===== config.mk =====
export PLATFORM = sky130hd
export DESIGN_NAME = sdcmd_engine
export DESIGN_NICKNAME = d
export VERILOG_FILES = /design/src/rtl/sdcmd_pkg.sv /design/src/rtl/sdcmd_ctrl.sv /design/src/rtl/sdcmd_dp.sv /design/src/rtl/sdcmd_engine.sv
export SDC_FILE = /design/constraint.sdc
export NUM_CORES = 1
export LEC_CHECK = 0
export BUFFER_PORTS_ARGS = -buffer_cell sky130_fd_sc_hd__buf_2
export CORE_MARGIN = 3
export CORE_UTILIZATION = 52
export DETAILED_ROUTE_END_ITERATION = 6
export PLACE_DENSITY_LB_ADDON = 0.15
export SLEW_MARGIN = 20
export SYNTH_ARGS = -nofsm -noshare
export SYNTH_HDL_FRONTEND = slang
export SYNTH_SLANG_ARGS = --single-unit

===== constraint.sdc =====
create_clock -name clk -period 3 [get_ports clk]
set_input_delay 0.6 -clock clk [delete_from_list [all_inputs] [get_ports clk]]
set_output_delay 0.6 -clock clk [all_outputs]
set_load 0.02 [all_outputs]

===== src/rtl/sdcmd_pkg.sv =====
package sdcmd_pkg;

  localparam logic [3:0] MODE_NONE       = 4'd0;
  localparam logic [3:0] MODE_SHORT      = 4'd1;
  localparam logic [3:0] MODE_LONG       = 4'd2;
  localparam logic [3:0] MODE_SHORT_BUSY = 4'd3;
  localparam logic [3:0] MODE_READ       = 4'd4;
  localparam logic [3:0] MODE_WRITE      = 4'd5;
  localparam logic [3:0] MODE_INIT       = 4'd8;

  typedef enum logic [2:0] {
    S_IDLE, S_TX, S_WAIT, S_RX, S_BUSY, S_CLKS
  } engState_t;

  typedef struct packed {
    logic shiftTx;
    logic shiftRx;
    logic capture;
    logic setNoResp;
    logic finish;
  } strobe_t;

  function automatic logic [6:0] crc7(input logic [39:0] bits);
    logic [6:0] c;
    logic fb;
    c = '0;
    for (int i = 39; i >= 0; i--) begin
      fb = bits[i] ^ c[6];
      c  = {c[5:0], 1'b0};
      if (fb) c = c ^ 7'h09;
    end
    return c;
  endfunction

endpackage


===== src/rtl/sdcmd_ctrl.sv =====
module sdcmd_ctrl
  import sdcmd_pkg::*;
#(
  parameter int CmdLen      = 48,
  parameter int ShortLen    = 48,
  parameter int LongLen     = 136,
  parameter int NoRespLimit = 64,
  parameter int IdleMult    = 16
) (
  input  logic       clk,
  input  logic       rstN,
  input  logic       startReq,
  input  logic [3:0] mode,
  input  logic [3:0] clkCnt,
  input  logic       cmdIn,
  input  logic       dat0In,
  output strobe_t    strb,
  output logic       engaged,
  output logic       cmdOe,
  output logic       busClkEn
);
  localparam int CntW = $clog2(IdleMult * 16 + LongLen);

  engState_t       state;
  logic [CntW-1:0] cnt;

  logic wantShort, wantLong, wantResp, wantBusy, isInit;
  logic [CntW-1:0] rxLoad, idleLoad;

  always_comb begin
    wantShort = (mode == MODE_SHORT) || (mode == MODE_SHORT_BUSY) ||
                (mode == MODE_READ)  || (mode == MODE_WRITE);
    wantLong  = (mode == MODE_LONG);
    wantResp  = wantShort || wantLong;
    wantBusy  = (mode == MODE_SHORT_BUSY);
    isInit    = (mode == MODE_INIT);
    rxLoad    = wantLong ? CntW'(LongLen - 2) : CntW'(ShortLen - 2);
    idleLoad  = CntW'(IdleMult) * CntW'(clkCnt);
  end

  always_comb begin
    strb = '0;
    unique case (state)
      S_IDLE: if (startReq && isInit && clkCnt == 4'd0) strb.finish = 1'b1;
      S_TX: begin
        strb.shiftTx = 1'b1;
        if (cnt == '0 && !wantResp) strb.finish = 1'b1;
      end
      S_WAIT: begin
        if (!cmdIn) strb.shiftRx = 1'b1;
        else if (cnt == CntW'(NoRespLimit - 1)) begin
          strb.setNoResp = 1'b1;
          strb.finish    = 1'b1;
        end
      end
      S_RX: begin
        strb.shiftRx = 1'b1;
        if (cnt == '0) begin
          strb.capture = 1'b1;
          if (!wantBusy) strb.finish = 1'b1;
        end
      end
      S_BUSY: if (dat0In) strb.finish = 1'b1;
      S_CLKS: if (cnt == CntW'(1)) strb.finish = 1'b1;
      default: ;
    endcase
  end

  always_ff @(posedge clk or negedge rstN) begin
    if (!rstN) begin
      state <= S_IDLE;
      cnt   <= '0;
    end else begin
      unique case (state)
        S_IDLE: if (startReq) begin
          if (isInit) begin
            if (clkCnt != 4'd0) begin
              state <= S_CLKS;
              cnt   <= idleLoad;
            end
          end else begin
            state <= S_TX;
            cnt   <= CntW'(CmdLen - 1);
          end
        end
        S_TX: begin
          if (cnt == '0) begin
            state <= wantResp ? S_WAIT : S_IDLE;
            cnt   <= '0;
          end else cnt <= cnt - 1'b1;
        end
        S_WAIT: begin
          if (!cmdIn) begin
            state <= S_RX;
            cnt   <= rxLoad;
          end else if (cnt == CntW'(NoRespLimit - 1)) state <= S_IDLE;
          else cnt <= cnt + 1'b1;
        end
        S_RX: begin
          if (cnt == '0) state <= wantBusy ? S_BUSY : S_IDLE;
          else cnt <= cnt - 1'b1;
        end
        S_BUSY: if (dat0In) state <= S_IDLE;
        S_CLKS: begin
          if (cnt == CntW'(1)) state <= S_IDLE;
          else cnt <= cnt - 1'b1;
        end
        default: state <= S_IDLE;
      endcase
    end
  end

  assign engaged  = (state != S_IDLE);
  assign cmdOe    = (state == S_TX);
  assign busClkEn = (state != S_IDLE);

  // the response wait never runs past its window
  a_r7_wait_bounded: assert property (@(posedge clk) disable iff (!rstN)
    (state == S_WAIT) |-> (cnt < CntW'(NoRespLimit)));

  // the transmit counter stays inside one frame
  a_r2_tx_bounded: assert property (@(posedge clk) disable iff (!rstN)
    (state == S_TX) |-> (cnt < CntW'(CmdLen)));

  // no completion while the card holds DAT0 low
  a_r8_busy_holds: assert property (@(posedge clk) disable iff (!rstN)
    (state == S_BUSY && !dat0In) |-> !strb.finish);

endmodule


===== src/rtl/sdcmd_dp.sv =====
module sdcmd_dp
  import sdcmd_pkg::*;
#(
  parameter int CmdLen   = 48,
  parameter int RspWords = 4
) (
  input  logic        clk,
  input  logic        rstN,
  input  logic [3:0]  regAddr,
  input  logic        regWr,
  input  logic [31:0] regWdata,
  output logic [31:0] regRdata,
  input  strobe_t     strb,
  input  logic        engaged,
  input  logic        cmdIn,
  output logic        cmdOut,
  output logic        startReq,
  output logic [3:0]  mode,
  output logic [3:0]  clkCnt,
  output logic        irq
);
  localparam int RspBits = RspWords * 32;
  localparam logic [3:0] A_EN = 4'd0, A_CTL = 4'd1, A_STAT = 4'd2,
                         A_IDX = 4'd3, A_ARG = 4'd4, A_RSP = 4'd5;

  logic              enBit, startBit, toutEn;
  logic [6:0]        toutCnt;
  logic              crcErr, noResp, endPend, endIe;
  logic [5:0]        cmdIdx;
  logic [31:0]       cmdArg;
  logic [31:0]       rsp [RspWords];
  logic [CmdLen-1:0] txSh;
  logic [RspBits-2:0] rxSh;
  logic [RspBits-1:0] rxNext;
  logic [39:0]       txBody;
  logic              ctlWr;

  assign txBody = {1'b0, 1'b1, cmdIdx, cmdArg};
  assign rxNext = {rxSh, cmdIn};
  assign ctlWr  = regWr && regAddr == A_CTL && !engaged && !startBit;

  always_ff @(posedge clk or negedge rstN) begin
    if (!rstN) begin
      enBit <= 1'b0; startBit <= 1'b0; toutEn <= 1'b0; toutCnt <= '0;
      mode <= '0; clkCnt <= '0;
      crcErr <= 1'b0; noResp <= 1'b0; endPend <= 1'b0; endIe <= 1'b0;
      cmdIdx <= '0; cmdArg <= '0; txSh <= '0; rxSh <= '0;
      for (int w = 0; w < RspWords; w++) rsp[w] <= '0;
    end else begin
      if (regWr && regAddr == A_EN)  enBit  <= regWdata[0];
      if (regWr && regAddr == A_IDX) cmdIdx <= regWdata[5:0];
      if (regWr && regAddr == A_ARG) cmdArg <= regWdata;
      if (ctlWr) begin
        toutEn   <= regWdata[31];
        toutCnt  <= regWdata[30:24];
        clkCnt   <= regWdata[11:8];
        mode     <= regWdata[3:0];
        startBit <= regWdata[7] && enBit;
        if (regWdata[7] && enBit) begin
          crcErr <= 1'b0;
          noResp <= 1'b0;
          txSh   <= {txBody, crc7(txBody), 1'b1};
        end
      end
      if (regWr && regAddr == A_STAT) begin
        endIe <= regWdata[6];
        if (regWdata[5]) endPend <= 1'b0;
      end
      if (strb.shiftTx) txSh <= {txSh[CmdLen-2:0], 1'b0};
      if (strb.shiftRx) rxSh <= rxNext[RspBits-2:0];
      if (strb.capture) begin
        if (mode == MODE_LONG) begin
          for (int w = 0; w < RspWords; w++) rsp[w] <= rxNext[w*32 +: 32];
          crcErr <= 1'b0;
        end else begin
          rsp[0] <= rxNext[31:0];
          rsp[1] <= {16'h0, rxNext[47:32]};
          crcErr <= (rxNext[7:1] != crc7(rxNext[47:8]));
        end
      end
      if (strb.setNoResp) noResp <= 1'b1;
      if (strb.finish) begin
        startBit <= 1'b0;
        endPend  <= 1'b1;
      end
    end
  end

  always_comb begin
    regRdata = '0;
    case (regAddr)
      A_EN:   regRdata = {31'h0, enBit};
      A_CTL:  regRdata = {toutEn, toutCnt, 12'h0, clkCnt, startBit, 3'h0, mode};
      A_STAT: regRdata = {20'h0, cmdIn, 4'h0, endIe, endPend, noResp, 3'h0, crcErr};
      A_IDX:  regRdata = {26'h0, cmdIdx};
      A_ARG:  regRdata = cmdArg;
      default: begin
        for (int w = 0; w < RspWords; w++)
          if (regAddr == A_RSP + 4'(w)) regRdata = rsp[w];
      end
    endcase
  end

  assign cmdOut   = txSh[CmdLen-1];
  assign startReq = startBit;
  assign irq      = endPend && endIe;

  // completion flag only rises together with the start bit clearing
  a_r11_start_clears: assert property (@(posedge clk) disable iff (!rstN)
    $rose(endPend) |-> !startBit);

  // the CRC error flag only rises on a response capture
  a_r5_crc_on_capture: assert property (@(posedge clk) disable iff (!rstN)
    $rose(crcErr) |-> $past(strb.capture));

  // writing one to the pending bit clears it unless a completion collides
  a_r10_w1c: assert property (@(posedge clk) disable iff (!rstN)
    (regWr && regAddr == A_STAT && regWdata[5] && !strb.finish) |=> !endPend);

endmodule


===== src/rtl/sdcmd_engine.sv =====
module sdcmd_engine
  import sdcmd_pkg::*;
#(
  parameter int CmdLen      = 48,
  parameter int LongLen     = 136,
  parameter int NoRespLimit = 64,
  parameter int IdleMult    = 16,
  parameter int RspWords    = 4
) (
  input  logic        clk,
  input  logic        rstN,
  input  logic [3:0]  regAddr,
  input  logic        regWr,
  input  logic [31:0] regWdata,
  output logic [31:0] regRdata,
  input  logic        cmdIn,
  input  logic        dat0In,
  output logic        cmdOut,
  output logic        cmdOe,
  output logic        busClkEn,
  output logic        irq
);
  strobe_t    strb;
  logic       engaged, startReq;
  logic [3:0] mode, clkCnt;

  sdcmd_ctrl #(
    .CmdLen(CmdLen), .ShortLen(CmdLen), .LongLen(LongLen),
    .NoRespLimit(NoRespLimit), .IdleMult(IdleMult)
  ) u_ctrl (
    .clk(clk), .rstN(rstN), .startReq(startReq), .mode(mode), .clkCnt(clkCnt),
    .cmdIn(cmdIn), .dat0In(dat0In), .strb(strb), .engaged(engaged),
    .cmdOe(cmdOe), .busClkEn(busClkEn)
  );

  sdcmd_dp #(.CmdLen(CmdLen), .RspWords(RspWords)) u_dp (
    .clk(clk), .rstN(rstN), .regAddr(regAddr), .regWr(regWr),
    .regWdata(regWdata), .regRdata(regRdata), .strb(strb), .engaged(engaged),
    .cmdIn(cmdIn), .cmdOut(cmdOut), .startReq(startReq), .mode(mode),
    .clkCnt(clkCnt), .irq(irq)
  );

endmodule


# Word level (Yosys, flattened, before mapping)
# Index checks and enable logic that the tools add are counted.
# totals
output_inout_bits,36
inputBits,41
register_bits,375
# classes
eq_ne,32
n_addsub,2
n_reduce_logical,42
bitwise_logic,155
mux,293
# op_table
cell,n
two-way mux 7 bit,158
two-way mux 4 bit,79
two-way mux 32 bit,5
case mux 32 bit (5 select lines),1
inverter 2 bit,78
two-way mux 48 bit,3
bitwise XOR 1 bit,77
two-way mux 9 bit,8
case mux 9 bit (5 select lines),1
two-way mux 3 bit,10
== test 4 x 3 -> 1 bit (second input constant),6
two-way mux 1 bit,21
case mux 3 bit (6 select lines),1
nonzero test 2 bit,9
== test 4 x 2 -> 1 bit (second input constant),4
logical AND 1 bit,12
AND reduction 2 bit,5
adder 9 x 1 -> 9 bit (second input constant),1
== test 9 x 1 -> 1 bit (second input constant),1
== test 9 x 6 -> 1 bit (second input constant),1
logical NOT 9 bit,1
subtractor 9 x 1 -> 9 bit (second input constant),1
== test 4 x 1 -> 1 bit (second input constant),2
== test 4 bit (second input constant),2
other kinds (21),37

# Logic depth before layout (Yosys ltp)
# Gate-level depths: netlist of run 1.
# logic_depth
word_depth,163
ltp_mapped,12
ltp_nobuf,9

# Modules after synthesis
# A second synthesis of run 1 with hierarchy kept.
# hier_totals
hier_cells,1420
hier_area_um2,18157.4
# by_module_without_submodules
mod,area_per_inst_um2,n_inst,cells_per_inst
sdcmd_dp,16777.3,1,1242
sdcmd_ctrl,1380.1,1,178

# Worst setup path after synthesis of run 1
# No wires, ideal clock.
# synth_timing
kind,input port to output port
from,input port regAddr[0]
to,output port regRdata[3]
slack_ps,135
cell_stages,6
n_path_buf,2
t_arrival_ps,2265
path_cell_list,buf_1 > clkbuf_1 > o21ai_0 > a21oi_1 > a21oi_1 > a221oi_1
# synth_via
elab_chain_len,6
elab_cells_between_ends,14
classes_between,eq/ne (8); mux (5); reduce/logical (1)
# synth_rtl
element,line_no,source
from (decl),sdcmd_engine.sv:12,"input logic [3:0] regAddr,"
== test 4 x 3 -> 1 bit,sdcmd_dp.sv:99,if (regAddr == A_RSP + 4'(w)) regRdata = rsp[w];
two-way mux 32 bit (4 in series),sdcmd_dp.sv:99,
case mux 32 bit (5 select lines) (*),sdcmd_dp.sv:91,case (regAddr)
to (decl),sdcmd_engine.sv:15,"output logic [31:0] regRdata,"
# Mark *: on every way between the ends. The rest lies on a longest branch, timed or not.

# Worst setup path in the final report of run 1
# layout_timing
from,register u_dp.rxSh[45]
to,register u_dp.crcErr
# layout_via
elab_chain_len,117
elab_cells_between_ends,177
classes_between,eq/ne (1); mux (119); bitwise (57)
# layout_rtl
element,line_no,source
from (decl),sdcmd_dp.sv:33,logic [RspBits-2:0] rxSh;
from (signal assigned),sdcmd_dp.sv:70,if (strb.shiftRx) rxSh <= rxNext[RspBits-2:0];
bitwise XOR 1 bit (*),sdcmd_pkg.sv:28,fb = bits[i] ^ c[6];
two-way mux 4 bit (*),sdcmd_pkg.sv:30,if (fb) c = c ^ 7'h09;
two-way mux 7 bit (*),sdcmd_dp.sv:72,if (mode == MODE_LONG) begin
two-way mux 7 bit (*),sdcmd_dp.sv:71,if (strb.capture) begin
two-way mux 4 bit,sdcmd_pkg.sv:30,
two-way mux 7 bit (*),sdcmd_dp.sv:72,
two-way mux 7 bit (*),sdcmd_dp.sv:71,
two-way mux 4 bit,sdcmd_pkg.sv:30,
(+101 left out),-,
two-way mux 7 bit (*),sdcmd_dp.sv:71,
inverter 2 bit (no source line),-,
two-way mux 4 bit,sdcmd_pkg.sv:30,
two-way mux 7 bit (*),sdcmd_dp.sv:72,
two-way mux 7 bit (*),sdcmd_dp.sv:71,
inequality test 7 bit (*),sdcmd_dp.sv:78,crcErr <= (rxNext[7:1] != crc7(rxNext[47:8]));
two-way mux 1 bit (*),sdcmd_dp.sv:72,
two-way mux 1 bit (*),sdcmd_dp.sv:71,
to (signal assigned),sdcmd_dp.sv:78,
to (decl),sdcmd_dp.sv:28,"logic crcErr, noResp, endPend, endIe;"
# Mark *: on every way between the ends. The rest lies on a longest branch, timed or not. The select of a mux whose other input is x is not followed.
# A chain may end at the register's enable or synchronous reset.

==> results.ini, run 1 <==
[worst_setup_path]
crit_arrival_ns=3.22
end_kind=flip-flop
worstReg2RegStart=u_dp.rxSh[45]
rrSetupSlack_ns=0.18
ff2ff_path_depth=8
cp_max_fo=4
reg2reg_to=u_dp.crcErr
worst-setup-path-type=flip-flop to flip-flop
start_kind=flip-flop
required_ns=3.40

[clock_tree]
cts_resized=0
cts_setup_buffers=0
clkLatencyLatePin_ns=0.53
cts_buffers=41
clock_tree.buffer_depth=3
cts_sinks=375
cts_tree=yes
cts-htree-levels=2
cts.hold.buffers_added=0
path_clk_slew_ns=0.06
cts_root_buffer=clkbuf_16

[timing]
slew_viol_final=0
hold_violations=0
fin_skew_ns=0.01439
fin_setup_tns_ns=0
relSlewSlack=0.4959
worst-slew-pin-transition_ns=0.7493
grt_setup_unrepaired=no
min_period_ns=2.818
fmax_mhz=354.9
setup_viol=0
period_share=0.9392

[final_layout]
final_cell_area_um2=20130
drive_gt1_frac=0.2878
finalNonFillerCells=2089
final_cell_mix=375 x dfrtp_1, 270 x nand2_1, 252 x mux2_2, 107 x nor2_1, 103 x xnor2_1
nFillCells=2719
syn2layout_area_growth_pct=14.14
final_nets=1661
num_antenna_cells=0
final_common_cell=dfrtp_1

[die]
initial_core_util=0.5352
coreArea_um2=32950
dieHeight_um=190.2
ios=77
die_w_um=190.2
rows=66
dieArea_um2=36160

[place]
finalWeightedCongestion=0.9037
placed_area_um2=18780
dp_hpwl_um=30790
placed_cells_incl_taps=2016
io_buffer_count=76

[route]
drt_iter0_drc=996
drcViolationCount=0
ant_nets=0
drtPass1Iterations=5
wl_per_cell_um=21.32
routed_wl_um=44540
vias=12050
routed_via_density=5.768

[synth]
async_flop_share=1.000
ys.flop_type=dfrtp_1
postSynthAreaPerCell_um2=11.47
synth_top_area_frac=0.5321
synth.net_count=1582
yosys.cell_types.count=55
synth_seq_cells=375
synth_edf_count=0
netlist_area_um2=17640
syn_inst=1538
synthTopCellsByArea=dfrtp_1 53%, mux2_2 16%, nand2_1 5.8%, xnor2_1 5.1%, nor2_1 2.3%
yosysSeqAreaShare=0.5321
ys_warn_count=0
synth_area_leader_cell=dfrtp_1

[global_routing]
grt_usage=0.2488
grt_max_degree=89
overflow=0
grt_pass1_wl_um=70620
antenna_found_initial=1
grt_pass1_vias=12260

[power_and_ir_drop]
p_per_area_nw_per_um2=928.6
p_leak_uw=0.009756
vdd_ir_drop_max_mv=0.9271

[job]
cap_violations=0

[status]
status=finished clean

[min_path]
hp-class=primary input to asynchronous set/reset pin

## worst max-delay path, stage by stage (launching register included)
cell,delay [ns]
dfrtp_1,0.35
xnor3_2,0.47
xor3_1,0.44
xnor3_1,0.44
xnor3_1,0.44
or2_0,0.21
mux2i_1,0.13
o2bb2ai_1,0.13
a31oi_1,0.09
## layout make-up
| cell class | count | area (µm²) | area share |
|---|---|---|---|
| clock buffer | 56 | 1194 | 0.05930 |
| clock inverter | 17 | 151.4 | 0.007521 |
| inverter | 9 | 33.78 | 0.001678 |
| multi-input combinational | 1064 | 7923 | 0.3936 |
| sequential | 375 | 9384 | 0.4662 |
| tap | 442 | 553.0 | 0.02747 |
| timing repair buffer | 126 | 890.9 | 0.04426 |
## report_power, final
group	leakage [µW]	internal [µW]	switching, µW
sequential	0.00494	5750	921
combinational	0.00414	3500	3550
clock	0.000671	2960	2010
total	0.00976	12200	6480
## sequential cells by signal, summed over array words and instances, names as in the netlist
register,flops
u_ctrl.cnt,9
u_ctrl.state,3
u_dp.clkCnt,4
u_dp.cmdArg,32
u_dp.cmdIdx,6
u_dp.crcErr,1
u_dp.enBit,1
u_dp.endIe,1
u_dp.endPend,1
u_dp.mode,4
u_dp.noResp,1
u_dp.rsp,128
u_dp.rxSh,127
u_dp.startReq,1
u_dp.toutCnt,7
u_dp.toutEn,1
u_dp.txSh,48
## logic make-up (layout without fill, tap and decap cells)
| group | Yosys count | count (layout) | share of synthesized area |
|---|---|---|---|
| XOR/XNOR | 141 | 141 | 0.08343 |
| AND/OR/NAND/NOR | 461 | 461 | 0.1074 |
| buffers and inverters | 99 | 208 | 0.02107 |
| flip-flops | 375 | 375 | 0.5321 |
| multiplexers | 273 | 273 | 0.1828 |
| AO/OA/AOI/OAI | 186 | 186 | 0.07109 |
| adder cells (fa/ha/maj) | 3 | 3 | 0.002129 |
## metrics by stage
| step | util | hold slack, ns | setup WS [ns] | total power [µW] |
|---|---|---|---|---|
| floorplan | - | 0.3044 | 0.1351 | 11940 |
| global placement | 0.5701 | 0.4489 | 0.1982 | 13700 |
| detailed placement | 0.5701 | 0.4558 | 0.1954 | 13760 |
| CTS | 0.6109 | 0.01887 | 0.1802 | 18790 |
| global route | 0.6109 | 0.03443 | 0.04946 | 19770 |
| finish | 0.6109 | 0.01414 | 0.1824 | 18690 |
## worst max-delay path by stage
stage | start | endpoint | slack (ns) | cells after the start
2_1_floorplan | regAddr[0] | regRdata[3] | 0.14 | 6
3_3_place_gp | u_dp.rxSh[45] | u_dp.crcErr | 0.20 | 8
5_1_grt | regAddr[1] | regRdata[29] | 0.05 | 8
3_5_place_dp | regAddr[1] | regRdata[2] | 0.20 | 6
4_1_cts | u_dp.rxSh[45] | u_dp.crcErr | 0.18 | 8
6_report | u_dp.rxSh[45] | u_dp.crcErr | 0.18 | 8
## per-layer routing
metal / global-route usage / vias to the layer above / routed length [µm] / part of all wire
li1: - / 5523 / - / -
met3: 0.03501 / 85 / 2154 / 0.048
met4: 0.06887 / 0 / 1175 / 0.026
met5: 0 / - / 0 / 0
met1: 0.3575 / 6137 / 20090 / 0.45
met2: 0.4004 / 304 / 21120 / 0.47
## Yosys cell counts (7+ instances only)
master    instances
a21oi_1          23
xnor3_1          15
buf_1             9
nand3_1          30
inv_1             8
nor2_1          108
dfrtp_1         375
a22oi_1          23
clkbuf_1         81
xor2_1           21
a222oi_1         14
and3_1            7
nor3_1           13
a22o_1           16
xnor2_1         103
o22ai_1          42
mux2_2          252
mux4_2           14
o21ai_0          42
mux2i_1           7
nand2_1         271
No activity file was read; power rests on OpenSTA's default activity.
==> inputs of run 2 (changes only) <==
--- a/config.mk
+++ b/config.mk
@@ -6,6 +6,7 @@
 export NUM_CORES = 1
 export LEC_CHECK = 0
 export BUFFER_PORTS_ARGS = -buffer_cell sky130_fd_sc_hd__buf_2
+export CORE_ASPECT_RATIO = 1.2
 export CORE_MARGIN = 3
 export CORE_UTILIZATION = 52
 export DETAILED_ROUTE_END_ITERATION = 6
==> results.ini, run 2 (synthesis gave the netlist of run 1 again) <==
[timing]
setup_viol=0  ; unchanged
hold_violations=0  ; unchanged
grt_setup_unrepaired=no  ; unchanged
relSlewSlack=0.5283  ; was 0.4959
slew_viol_final=0  ; unchanged
fin_setup_tns_ns=0  ; unchanged
fmax_mhz=350.9  ; was 354.9 MHz
setup_slack_ns=0.1501  ; was 0.1824 ns
period_share=0.9500  ; was 0.9392
fin_skew_ns=0.01565  ; was 0.01439 ns
worst-slew-pin-transition_ns=0.7057  ; was 0.7493 ns
min_period_ns=2.850  ; was 2.818 ns

[clock_tree]
cts_sinks=375  ; unchanged
clkLatencyLatePin_ns=0.54  ; was 0.53 ns
clock_tree.buffer_depth=3  ; unchanged
cts.hold.buffers_added=0  ; unchanged
cts_tree=yes  ; unchanged
cts_root_buffer=clkbuf_16  ; unchanged
cts_buffers=40  ; was 41
cts-htree-levels=2  ; unchanged
path_clk_slew_ns=0.06  ; about the same

[power_and_ir_drop]
p_clk_frac=0.266  ; about the same
vdd_ir_drop_max_mv=0.8722  ; was 0.9271 mV
p_leak_uw=0.009761  ; was 0.009756 µW
switching_power_uw=6553  ; was 6481 µW
cell_internal_pwr_uw=12200  ; was 12,210 µW
swShare=0.3494  ; was 0.3467
p_seq_frac=0.355  ; was 0.357
p_comb_frac=0.380  ; was 0.377
p_per_area_nw_per_um2=929.4  ; was 928.6 nW/µm²

[final_layout]
final_cell_area_um2=20180  ; was 20,130 µm²
final_nets=1662  ; was 1,661
final_common_cell=dfrtp_1  ; unchanged
syn2layout_area_growth_pct=14.44  ; was 14.14%
final_util=0.6070  ; was 0.6109
finalNonFillerCells=2098  ; was 2,089
reg_top3=u_dp.rsp (128), u_dp.rxSh (127), u_dp.txSh (48)  ; unchanged
nFillCells=2811  ; was 2,719
regMostFlops=u_dp.rsp  ; unchanged
final_cell_mix=374 x dfrtp_1, 270 x nand2_1, 252 x mux2_2, 107 x nor2_1, 103 x xnor2_1  ; was 375 x dfrtp_1, 270 x nand2_1, 252 x mux2_2, 107 x nor2_1, 103 x xnor2_1
largest_reg_flops=128  ; unchanged
drive_gt1_frac=0.2878  ; unchanged

[route]
ant_nets=0  ; unchanged
routed_wl_um=43820  ; was 44,540 µm
vias=12030  ; was 12,050
drt_iter0_drc=1039  ; was 996
routed_via_density=5.736  ; was 5.768
drtPass1Iterations=6  ; was 5
wl_per_cell_um=20.89  ; was 21.32 µm
drcViolationCount=0  ; unchanged

[place]
placed_cells_incl_taps=2026  ; was 2,016
io_buffer_count=76  ; unchanged
dp_hpwl_um=31240  ; was 30,790 µm
placed_area_um2=18850  ; was 18,780 µm²
finalWeightedCongestion=0.8820  ; was 0.9037
place_ws_ns=0.1171  ; was 0.1954 ns

[die]
rows=73  ; was 66
dieArea_um2=36170  ; was 36,160 µm²
coreArea_um2=33250  ; was 32,950 µm²
die_w_um=174.1  ; was 190.2 µm
dieHeight_um=207.7  ; was 190.2 µm
ios=77  ; unchanged
initial_core_util=0.5304  ; was 0.5352

[worst_setup_path]
rrSetupSlack_ns=0.15  ; was 0.18 ns
end_kind=flip-flop  ; unchanged
crit_arrival_ns=3.25  ; was 3.22 ns
crit_start=u_dp.rxSh[41]  ; was u_dp.rxSh[45]
reg2reg_to=u_dp.crcErr  ; unchanged
cp_max_fo=5  ; was 4
start_kind=flip-flop  ; unchanged
ff2ff_path_depth=8  ; unchanged
required_ns=3.40  ; about the same
crit_end=u_dp.crcErr  ; unchanged
worstReg2RegStart=u_dp.rxSh[41]  ; was u_dp.rxSh[45]
worst-setup-path-type=flip-flop to flip-flop  ; unchanged

[status]
status=finished clean  ; unchanged

[global_routing]
grt_max_degree=82  ; was 89
grt_pass1_wl_um=69610  ; was 70,620 µm
overflow=0  ; unchanged
antenna_found_initial=3  ; was 1
grt_pass1_vias=12220  ; was 12,260
grt_usage=0.2432  ; was 0.2488

[min_path]
hp-class=primary input to asynchronous set/reset pin  ; unchanged

[job]
cap_violations=0  ; unchanged

run 2: changes by cell type in the layout (fill, tap and decap cells not counted), sizes merged:
cell	change
buf	+2
clkinvlp	+1
inv	+1
bufinv	+1
clkinv	-4
diode	+1
clkbuf	-1
run 2: what timing repair did:
| action | in CTS | in global routing |
|---|---|---|
| resized for setup | 0 | 2 |
| setup buffers | 0 | 0 |
| setup endpoints to repair | 0 | 1 |
run 2: worst min-delay path by stage:
stage,from,endpoint
2_1_floorplan,rstN,u_ctrl.cnt[0]
3_3_place_gp,u_dp.rsp[91],u_dp.rsp[91]
6_report,rstN,u_ctrl.cnt[4]
5_1_grt,rstN,u_ctrl.cnt[4]
4_1_cts,rstN,u_ctrl.cnt[4]
3_5_place_dp,u_dp.rsp[94],u_dp.rsp[94]
run 2: metrics by stage:
stage | hold slack (ns) | power, µW
global placement | 0.4521 | 13680
floorplan | 0.3044 | 11940
CTS | 0.06047 | 18900
finish | 0.02409 | 18760
global route | 0.06502 | 19840
detailed placement | 0.4571 | 13850
run 2: layout make-up:
type                            instances  area [µm²]  area share
Sequential cell                       375        9385      0.4650
Multi-Input combinational cell       1064        7924      0.3926
Clock buffer                           55        1149     0.05691
Timing Repair Buffer                  128       943.4     0.04675
Tap cell                              450       563.0     0.02790
Clock inverter                         16       181.4    0.008989
Inverter                                9       33.78    0.001674
Antenna cell                            1       2.502   0.0001240
run 2: worst max-delay path, stage by stage, from the launching register on:
cell,delay [ns]
dfrtp_2,0.45
xnor3_2,0.42
xor3_2,0.43
xnor3_1,0.41
xnor3_1,0.44
or2_0,0.21
mux2i_1,0.13
o2bb2ai_1,0.14
a31oi_1,0.09
run 2: routing by layer:
layer	wire (µm)	part of all wire	global-route usage	vias to the layer above
li1	-	-	-	5515
met1	18770	0.43	0.3288	6126
met2	21560	0.49	0.4030	321
met3	2226	0.051	0.04208	72
met4	1268	0.029	0.07630	0
met5	0	0	0	-
run 2: power groups by stage:
stage          registers, µW  logic (µW)  clock network (µW)
3_5_place_dp            6710        7130                   0
2_1_floorplan           6290        5650                   0
6_report                6650        7120                4980
3_3_place_gp            6700        6990                   0
4_1_cts                 6630        7170                5100
5_1_grt                 6730        7810                5300
